==> src/rtl/dual_lut_pkg.sv <==
package dual_lut_pkg;
    localparam int SAMPLE_W  = 8;
    localparam int CODE_W    = 8;
    localparam int IDX_W     = 6;
    localparam int NUM_CH    = 2;
    localparam int DEPTH     = 1 << IDX_W;
    localparam int TBL_SEL_W = (NUM_CH > 1) ? $clog2(NUM_CH) : 1;

    typedef logic [SAMPLE_W-1:0] sample_t;
    typedef logic [CODE_W-1:0]   code_t;
    typedef logic [IDX_W-1:0]    row_idx_t;

    typedef enum logic {
        ROW_FROM_SAMPLE = 1'b0,
        ROW_FROM_DIRECT = 1'b1
    } row_src_e;

    typedef enum logic {
        OUT_FROM_TABLE  = 1'b0,
        OUT_FROM_FORCED = 1'b1
    } out_src_e;

    typedef struct packed {
        row_src_e row_src;
        row_idx_t direct_row;
        out_src_e out_src;
        code_t    forced_code;
    } chan_cfg_t;

    typedef struct packed {
        logic                 en;
        logic [TBL_SEL_W-1:0] tbl;
        row_idx_t             row;
        code_t                data;
    } tbl_wr_t;

    // Upper bits of the converter sample give the table row.
    function automatic row_idx_t sample_to_row(sample_t s);
        return s[SAMPLE_W-1 -: IDX_W];
    endfunction
endpackage

==> src/rtl/lut_row_select.sv <==
module lut_row_select
    import dual_lut_pkg::*;
(
    input  sample_t   sample,
    input  chan_cfg_t cfg,
    output row_idx_t  row
);
    always_comb begin
        unique case (cfg.row_src)
            ROW_FROM_DIRECT: row = cfg.direct_row;
            default:         row = sample_to_row(sample);
        endcase
    end
endmodule

==> src/rtl/lut_bank.sv <==
module lut_bank #(
    parameter int IDX_W  = 6,
    parameter int DATA_W = 8,
    localparam int DEPTH = 1 << IDX_W
) (
    input  logic              clk,
    input  logic              wr_en,
    input  logic [IDX_W-1:0]  wr_row,
    input  logic [DATA_W-1:0] wr_data,
    input  logic [IDX_W-1:0]  rd_row,
    output logic [DATA_W-1:0] rd_data
);
    logic [DATA_W-1:0] mem [DEPTH];

    always_ff @(posedge clk) begin
        if (wr_en) begin
            mem[wr_row] <= wr_data;
        end
    end

    // Read data is captured by the output stage at the same edge,
    // so a same-row write returns the old content there.
    assign rd_data = mem[rd_row];
endmodule

==> src/rtl/dac_out_stage.sv <==
module dac_out_stage
    import dual_lut_pkg::*;
(
    input  logic     clk,
    input  logic     rst,
    input  out_src_e out_src,
    input  code_t    forced_code,
    input  code_t    table_data,
    output code_t    code
);
    code_t next_code;

    always_comb begin
        unique case (out_src)
            OUT_FROM_FORCED: next_code = forced_code;
            default:         next_code = table_data;
        endcase
    end

    always_ff @(posedge clk) begin
        if (rst) begin
            code <= '0;
        end else begin
            code <= next_code;
        end
    end
endmodule

==> src/rtl/dual_lut_datapath.sv <==
module dual_lut_datapath
    import dual_lut_pkg::*;
(
    input  logic                 clk,
    input  logic                 rst,
    input  logic [SAMPLE_W-1:0]  sample,
    input  logic                 ch0_row_sel,
    input  logic [IDX_W-1:0]     ch0_direct_row,
    input  logic                 ch0_out_sel,
    input  logic [CODE_W-1:0]    ch0_override,
    input  logic                 ch1_row_sel,
    input  logic [IDX_W-1:0]     ch1_direct_row,
    input  logic                 ch1_out_sel,
    input  logic [CODE_W-1:0]    ch1_override,
    input  logic                 wr_en,
    input  logic [TBL_SEL_W-1:0] wr_table,
    input  logic [IDX_W-1:0]     wr_row,
    input  logic [CODE_W-1:0]    wr_data,
    output logic [CODE_W-1:0]    dac0_code,
    output logic [CODE_W-1:0]    dac1_code
);
    chan_cfg_t cfg   [NUM_CH];
    code_t     codes [NUM_CH];
    tbl_wr_t   wr;

    assign cfg[0] = '{row_src: row_src_e'(ch0_row_sel), direct_row: ch0_direct_row,
                      out_src: out_src_e'(ch0_out_sel), forced_code: ch0_override};
    assign cfg[1] = '{row_src: row_src_e'(ch1_row_sel), direct_row: ch1_direct_row,
                      out_src: out_src_e'(ch1_out_sel), forced_code: ch1_override};
    assign wr = '{en: wr_en, tbl: wr_table, row: wr_row, data: wr_data};

    for (genvar ch = 0; ch < NUM_CH; ch++) begin : g_ch
        row_idx_t rd_row;
        code_t    rd_data;
        logic     bank_we;

        assign bank_we = wr.en && (wr.tbl == TBL_SEL_W'(ch));

        lut_row_select u_row (
            .sample (sample),
            .cfg    (cfg[ch]),
            .row    (rd_row)
        );

        lut_bank #(.IDX_W(IDX_W), .DATA_W(CODE_W)) u_bank (
            .clk     (clk),
            .wr_en   (bank_we),
            .wr_row  (wr.row),
            .wr_data (wr.data),
            .rd_row  (rd_row),
            .rd_data (rd_data)
        );

        dac_out_stage u_out (
            .clk         (clk),
            .rst         (rst),
            .out_src     (cfg[ch].out_src),
            .forced_code (cfg[ch].forced_code),
            .table_data  (rd_data),
            .code        (codes[ch])
        );
    end

    assign dac0_code = codes[0];
    assign dac1_code = codes[1];
endmodule

==> config.mk <==
export PLATFORM = sky130hd
export DESIGN_NAME = dual_lut_datapath
export DESIGN_NICKNAME = d
export VERILOG_FILES = /design/src/rtl/dual_lut_pkg.sv /design/src/rtl/lut_row_select.sv /design/src/rtl/lut_bank.sv /design/src/rtl/dac_out_stage.sv /design/src/rtl/dual_lut_datapath.sv
export SDC_FILE = /design/constraint.sdc
export NUM_CORES = 1
export LEC_CHECK = 0
export ABC_AREA = 1
export BUFFER_PORTS_ARGS = -buffer_cell sky130_fd_sc_hd__buf_2
export CAP_MARGIN = 20
export CORE_UTILIZATION = 25
export CTS_CLUSTER_SIZE = 30
export DETAILED_ROUTE_END_ITERATION = 10
export GPL_ROUTABILITY_DRIVEN = 0
export PLACE_DENSITY = 0.44
export SETUP_SLACK_MARGIN = 0.02
export SLEW_MARGIN = 15
export SYNTH_ARGS = -nofsm -noshare
export SYNTH_HDL_FRONTEND = slang
export SYNTH_SLANG_ARGS = --single-unit
export TNS_END_PERCENT = 5
==> constraint.sdc <==
create_clock -name clk -period 2.15 [get_ports clk]
set_input_delay 0.215 -clock clk [delete_from_list [all_inputs] [get_ports clk]]
set_output_delay 0.215 -clock clk [all_outputs]
set_load 0.005 [all_outputs]
Word level (Yosys, flattened, before mapping):

Memories as Yosys holds them, arrays and structs flattened.
Cells that the tools add are included.

* input port bits: 58
* word-level logic and storage cells: 15
* output and inout bits: 16
* bits in writable memories: 1024
* memories kept: 2
* register bits after elaboration: 16

Memories
* g_ch[0].u_bank.mem: words 64, bits a word 8, rd ports 1, clocked after memory_dff 0, wr ports 1, line lut_bank.sv:13 `logic [DATA_W-1:0] mem [DEPTH];`
* g_ch[1].u_bank.mem: words 64, bits a word 8, rd ports 1, clocked after memory_dff 0, wr ports 1, line lut_bank.sv:13

* bitwise logic cells: 1
* reductions and logical operators: 2
* mux-type cells: 8

Operators with widths (number)
* two-way mux 8 bit: 2
* two-way mux 6 bit: 2
* two-way mux 1 bit: 4
* logical AND 1 bit: 2
* inverter 1 bit: 1

Depth between registers and ports, before layout:

* depth after elaboration: 4
* gate-level depth with buffers: 15
* depth with buffers taken out: 13

Cells and area by module:

Synthesis repeated with hierarchy kept, for this count alone.

* cell total of the unflattened synthesis: 3738
* area, all modules: 43201.4 sq um

By module, submodules not included
* lut_bank: cells an instance 1797, area each 21179.1 sq um, times used 2, seq. area each 15374.7 sq um
* dac_out_stage: cells an instance 51, area each 341.6 sq um, times used 2, seq. area each 160.2 sq um
* lut_row_select: cells an instance 19, area each 71.3 sq um, times used 2, seq. area each 0.0 sq um
* dual_lut_datapath: cells an instance 4, area each 17.5 sq um, times used 1, seq. area each 0.0 sq um

Least setup slack after synthesis:

Ideal clock, no wire load.

* kind: input to register
* start: in wr_row[3]
* end: mem g_ch[0].u_bank.mem[33][0] (enable)
* setup time: 0.383 ns
* arrival time: 1.638 ns
* path buffers: 1
* data required time: 1.767 ns
* stages: 4
* slack: 0.128 ns
* cells stage by stage: clkbuf_1 nor3_1 clkinv_1 nor3_1

RTL lines
* start: declaration: line dual_lut_datapath.sv:17 `input logic [IDX_W-1:0] wr_row,`
* end: declaration: line lut_bank.sv:13

Straight into the memory's write port.

Worst setup path in the final report:

* start: mem g_ch[1].u_bank.mem[49][1]
* end: reg g_ch[1].u_out.code[1]

* cells in the longest elaborated chain, start to end: 2

RTL lines
* start: declaration: line lut_bank.sv:13
* memory (64 x 8 bit)
* two-way mux 8 bit: line dac_out_stage.sv:14 `unique case (out_src)`
* end signal: assignment: line dac_out_stage.sv:24 `code <= next_code;`
* end: declaration: line dac_out_stage.sv:9 `output code_t code`

Every way passes these cells.
A chain may end at the register's enable or synchronous reset.

==> impl_metrics.json <==
{
  "grt_pass1_wl_mm": 214,
  "drtAntennaViolNets": 0,
  "cts_made_buffers": 108,
  "outcome": "complete, no violations",
  "crit_family": "simple AND/OR/NAND/NOR gates",
  "min_path_type": "input pin to flop",
  "cts_buffer_depth": 3,
  "clkSinkCount": 1040,
  "p_leak_uw": 0.0233,
  "die-area_um2": 185000,
  "max_freq_mhz": 482,
  "drt-total-wl_mm": 148,
  "drc": 0,
  "slowest_delay_ps": 550,
  "critPathLaunch": "g_ch[1].u_bank.mem[49][1]",
  "start_kind": "flop",
  "ios": 74,
  "p_clk_share_pct": 41.4,
  "required_ps": 2780,
  "clk_latency_ps": 730,
  "core_um2": 182000,
  "ys_warn_count": 0,
  "synthesis.area_um2": 45900,
  "synth_common_cells": "nand2_1, nand3_1, edfxtp_1",
  "grt_usage_pct": 15.6,
  "dr_total_vias": 32243,
  "cp.arrival_ps": 2710,
  "rrSetupSlack_ps": 70,
  "finalNonFillerCells": 7339,
  "path_depth": 11,
  "ys_seq_area_share_pct": 67.7,
  "r2r_cells": 11,
  "power_density_nw_per_um2": 826,
  "drt_pre_antenna_iters": 5,
  "grt_overflow": 0,
  "area_growth_pct": 22.3,
  "synth_edf_count": 1024,
  "netlist.area_leader.share_pct": 67.0,
  "use_met2_pct": 26.5,
  "final_nets": 4936,
  "cts_root_buf": "clkbuf_16",
  "p_sw_uw": 11400,
  "dieHeight_um": 431,
  "antenna_found_initial": 4,
  "synth_most_common_cell": "nand2_1",
  "seqPwrFrac_pct": 48.3,
  "relSlewSlack_pct": 28.7,
  "cts_tree": "done",
  "worst-path-buf-inv": 3,
  "endpoint_kind": "flop",
  "crit_type": "flop to flop",
  "critPathMaxFanout": 1,
  "regToRegEndpoint": "g_ch[1].u_out.code[1]",
  "p_sw_share_pct": 24.6,
  "ir_worst_vdd_uv": 656,
  "finClkSkew_ps": 25.8,
  "path_cells": "inv_1, nand2_1, nand3_1, nand3_1, nand3_1, nand3_1, nand3_1, nand3_1, nand2_1, dlygate4sd3_1, inv_1",
  "max_slew.worst_pin.slew_ps": 1060,
  "cts_max_level": 3,
  "layout-drive-gt1-share_pct": 13.2,
  "endpoint": "g_ch[1].u_out.code[1]",
  "grt_util_met3_pct": 1.65,
  "rsz0062_at_grt": "yes",
  "start_util_pct": 25.3,
  "intPower_uw": 35000,
  "wl_per_cell_um": 20.1,
  "dpl.cell_count": 7097,
  "power_frac_comb_pct": 10.3,
  "fin_crit_ps": 2080,
  "die_w_um": 431,
  "yosys_register_bits": 1040,
  "syn_nets": 4586,
  "syn_inst": 4528,
  "setup_violations": 0,
  "drv_slew": 0,
  "cap_violations": 0,
  "synth_top_flop_cell": "edfxtp_1",
  "gr-max-usage-layer": "met2",
  "grtUsageMet1_pct": 20.2,
  "fin_setup_tns_ps": 0,
  "drtIter0Drc": 2529,
  "period_share_pct": 96.5,
  "rows": 156,
  "io_buffers": 71,
  "hold_viol": 0,
  "grt_max_degree": 66,
  "dp_hpwl_mm": 93.9,
  "syn_area_per_cell_um2": 10.1,
  "synthArstFlopShare_pct": 0,
  "synth_top_cells_by_area": "edfxtp_1, nand3_1, nand2_1, inv_1, buf_2",
  "r2r-start": "g_ch[1].u_bank.mem[49][1]",
  "p_total_uw": 46400,
  "synth_cell_types": 18,
  "clk_pin_slew_worst_paths_ps": 60,
  "critPathSlowestCell": "dlygate4sd3_1",
  "crit_top_cell": "nand3_1",
  "grt_pass1_vias": 31508,
  "viasPerCell": 4.39,
  "yosys.area.top_type": "edfxtp_1"
}
==> state kept, by name (all words and copies together), names as in the netlist <==
register,count
g_ch.u_bank.mem,1024
g_ch.u_out.code,16
==> cell type report <==
class | count | area [um2]
fillers | 18730 | 125000
flip-flops and latches | 1040 | 31100
clock buffers | 135 | 2860
repair buffers | 486 | 4690
multi-input cells | 2367 | 10600
clock inverters | 64 | 691
inverters | 875 | 3290
well taps | 2370 | 2970
diodes | 2 | 5.00
==> stage by stage <==
step | setup WS [ps] | area, um2 | hold WS (ps) | utilization (%)
2_1_floorplan | 128 | 45900 | 314 | -
3_3_place_gp | -692 | 52000 | 523 | 28.7
3_5_place_dp | -692 | 52000 | 527 | 28.7
4_1_cts | 64.0 | 55900 | 0.0985 | 30.8
5_1_grt | 10.2 | 56100 | 70.7 | 30.9
6_report | 74.8 | 56100 | 50.5 | 30.9
==> metal layers <==
layer | up-vias | share of wire [%]
li1 | 15520 | -
met1 | 15790 | 43
met2 | 717 | 49
met3 | 216 | 4.0
met4 | 0 | 4.2
met5 | - | 0
==> cells by family after synthesis <==
group / after synthesis / share of synthesized area [%]
buffers and inverters: 1121 / 9.74
DFF: 1040 / 67.7
and+or+nand+nor: 2357 / 22.5
AOI/OAI and AO/OA: 10 / 0.125
==> worst min-delay path by stage <==
stage | depth (start not counted) | startpoint | end
finish | 5 | ch1_out_sel | g_ch[1].u_out.code[7]
global route | 4 | rst | g_ch[0].u_out.code[7]
CTS | 5 | ch1_out_sel | g_ch[1].u_out.code[7]
detailed placement | 5 | ch0_override[7] | g_ch[0].u_out.code[7]
global placement | 5 | ch0_override[7] | g_ch[0].u_out.code[7]
floorplan | 0 | wr_data[0] | g_ch[0].u_bank.mem[0][0]
==> cells in the final DEF, fill, tap and decap left out, types with 21 or more instances in the layout <==
cell type         n
edfxtp_1       1024
buf_12           81
buf_2            63
clkinv_2         21
clkinv_1         26
nand2_1        1137
clkbuf_16       113
buf_4           298
nor2_1           51
nand3_1        1026
dlygate4sd3_1    29
nor3_1          112
clkbuf_1         23
inv_1           865
==> power by group through the flow <==
stage	Clock, uW	Combinational, uW	Sequential (uW)
floorplan	0	2180	22800
global placement	0	4660	22800
detailed placement	0	4650	22800
CTS	19600	4710	22400
global route	20200	5120	22400
finish	19200	4750	22400
==> worst register-to-register path, delay by kind of cell, from the launching register on <==
kind / cells / cell delay [ps]
simple gates: 8 / 960
buf+inv: 3 / 670
flops: 1 / 370
==> repair_timing <==
action / 4_1_cts / 5_1_grt
hold buffers: 29 / 0
endpoints found under the setup margin: 0 / 6
hold endpoints to repair: 189 / 0
gates resized for setup: 0 / 11
setup buffers: 0 / 8
Power figures use the tool's default switching activity.
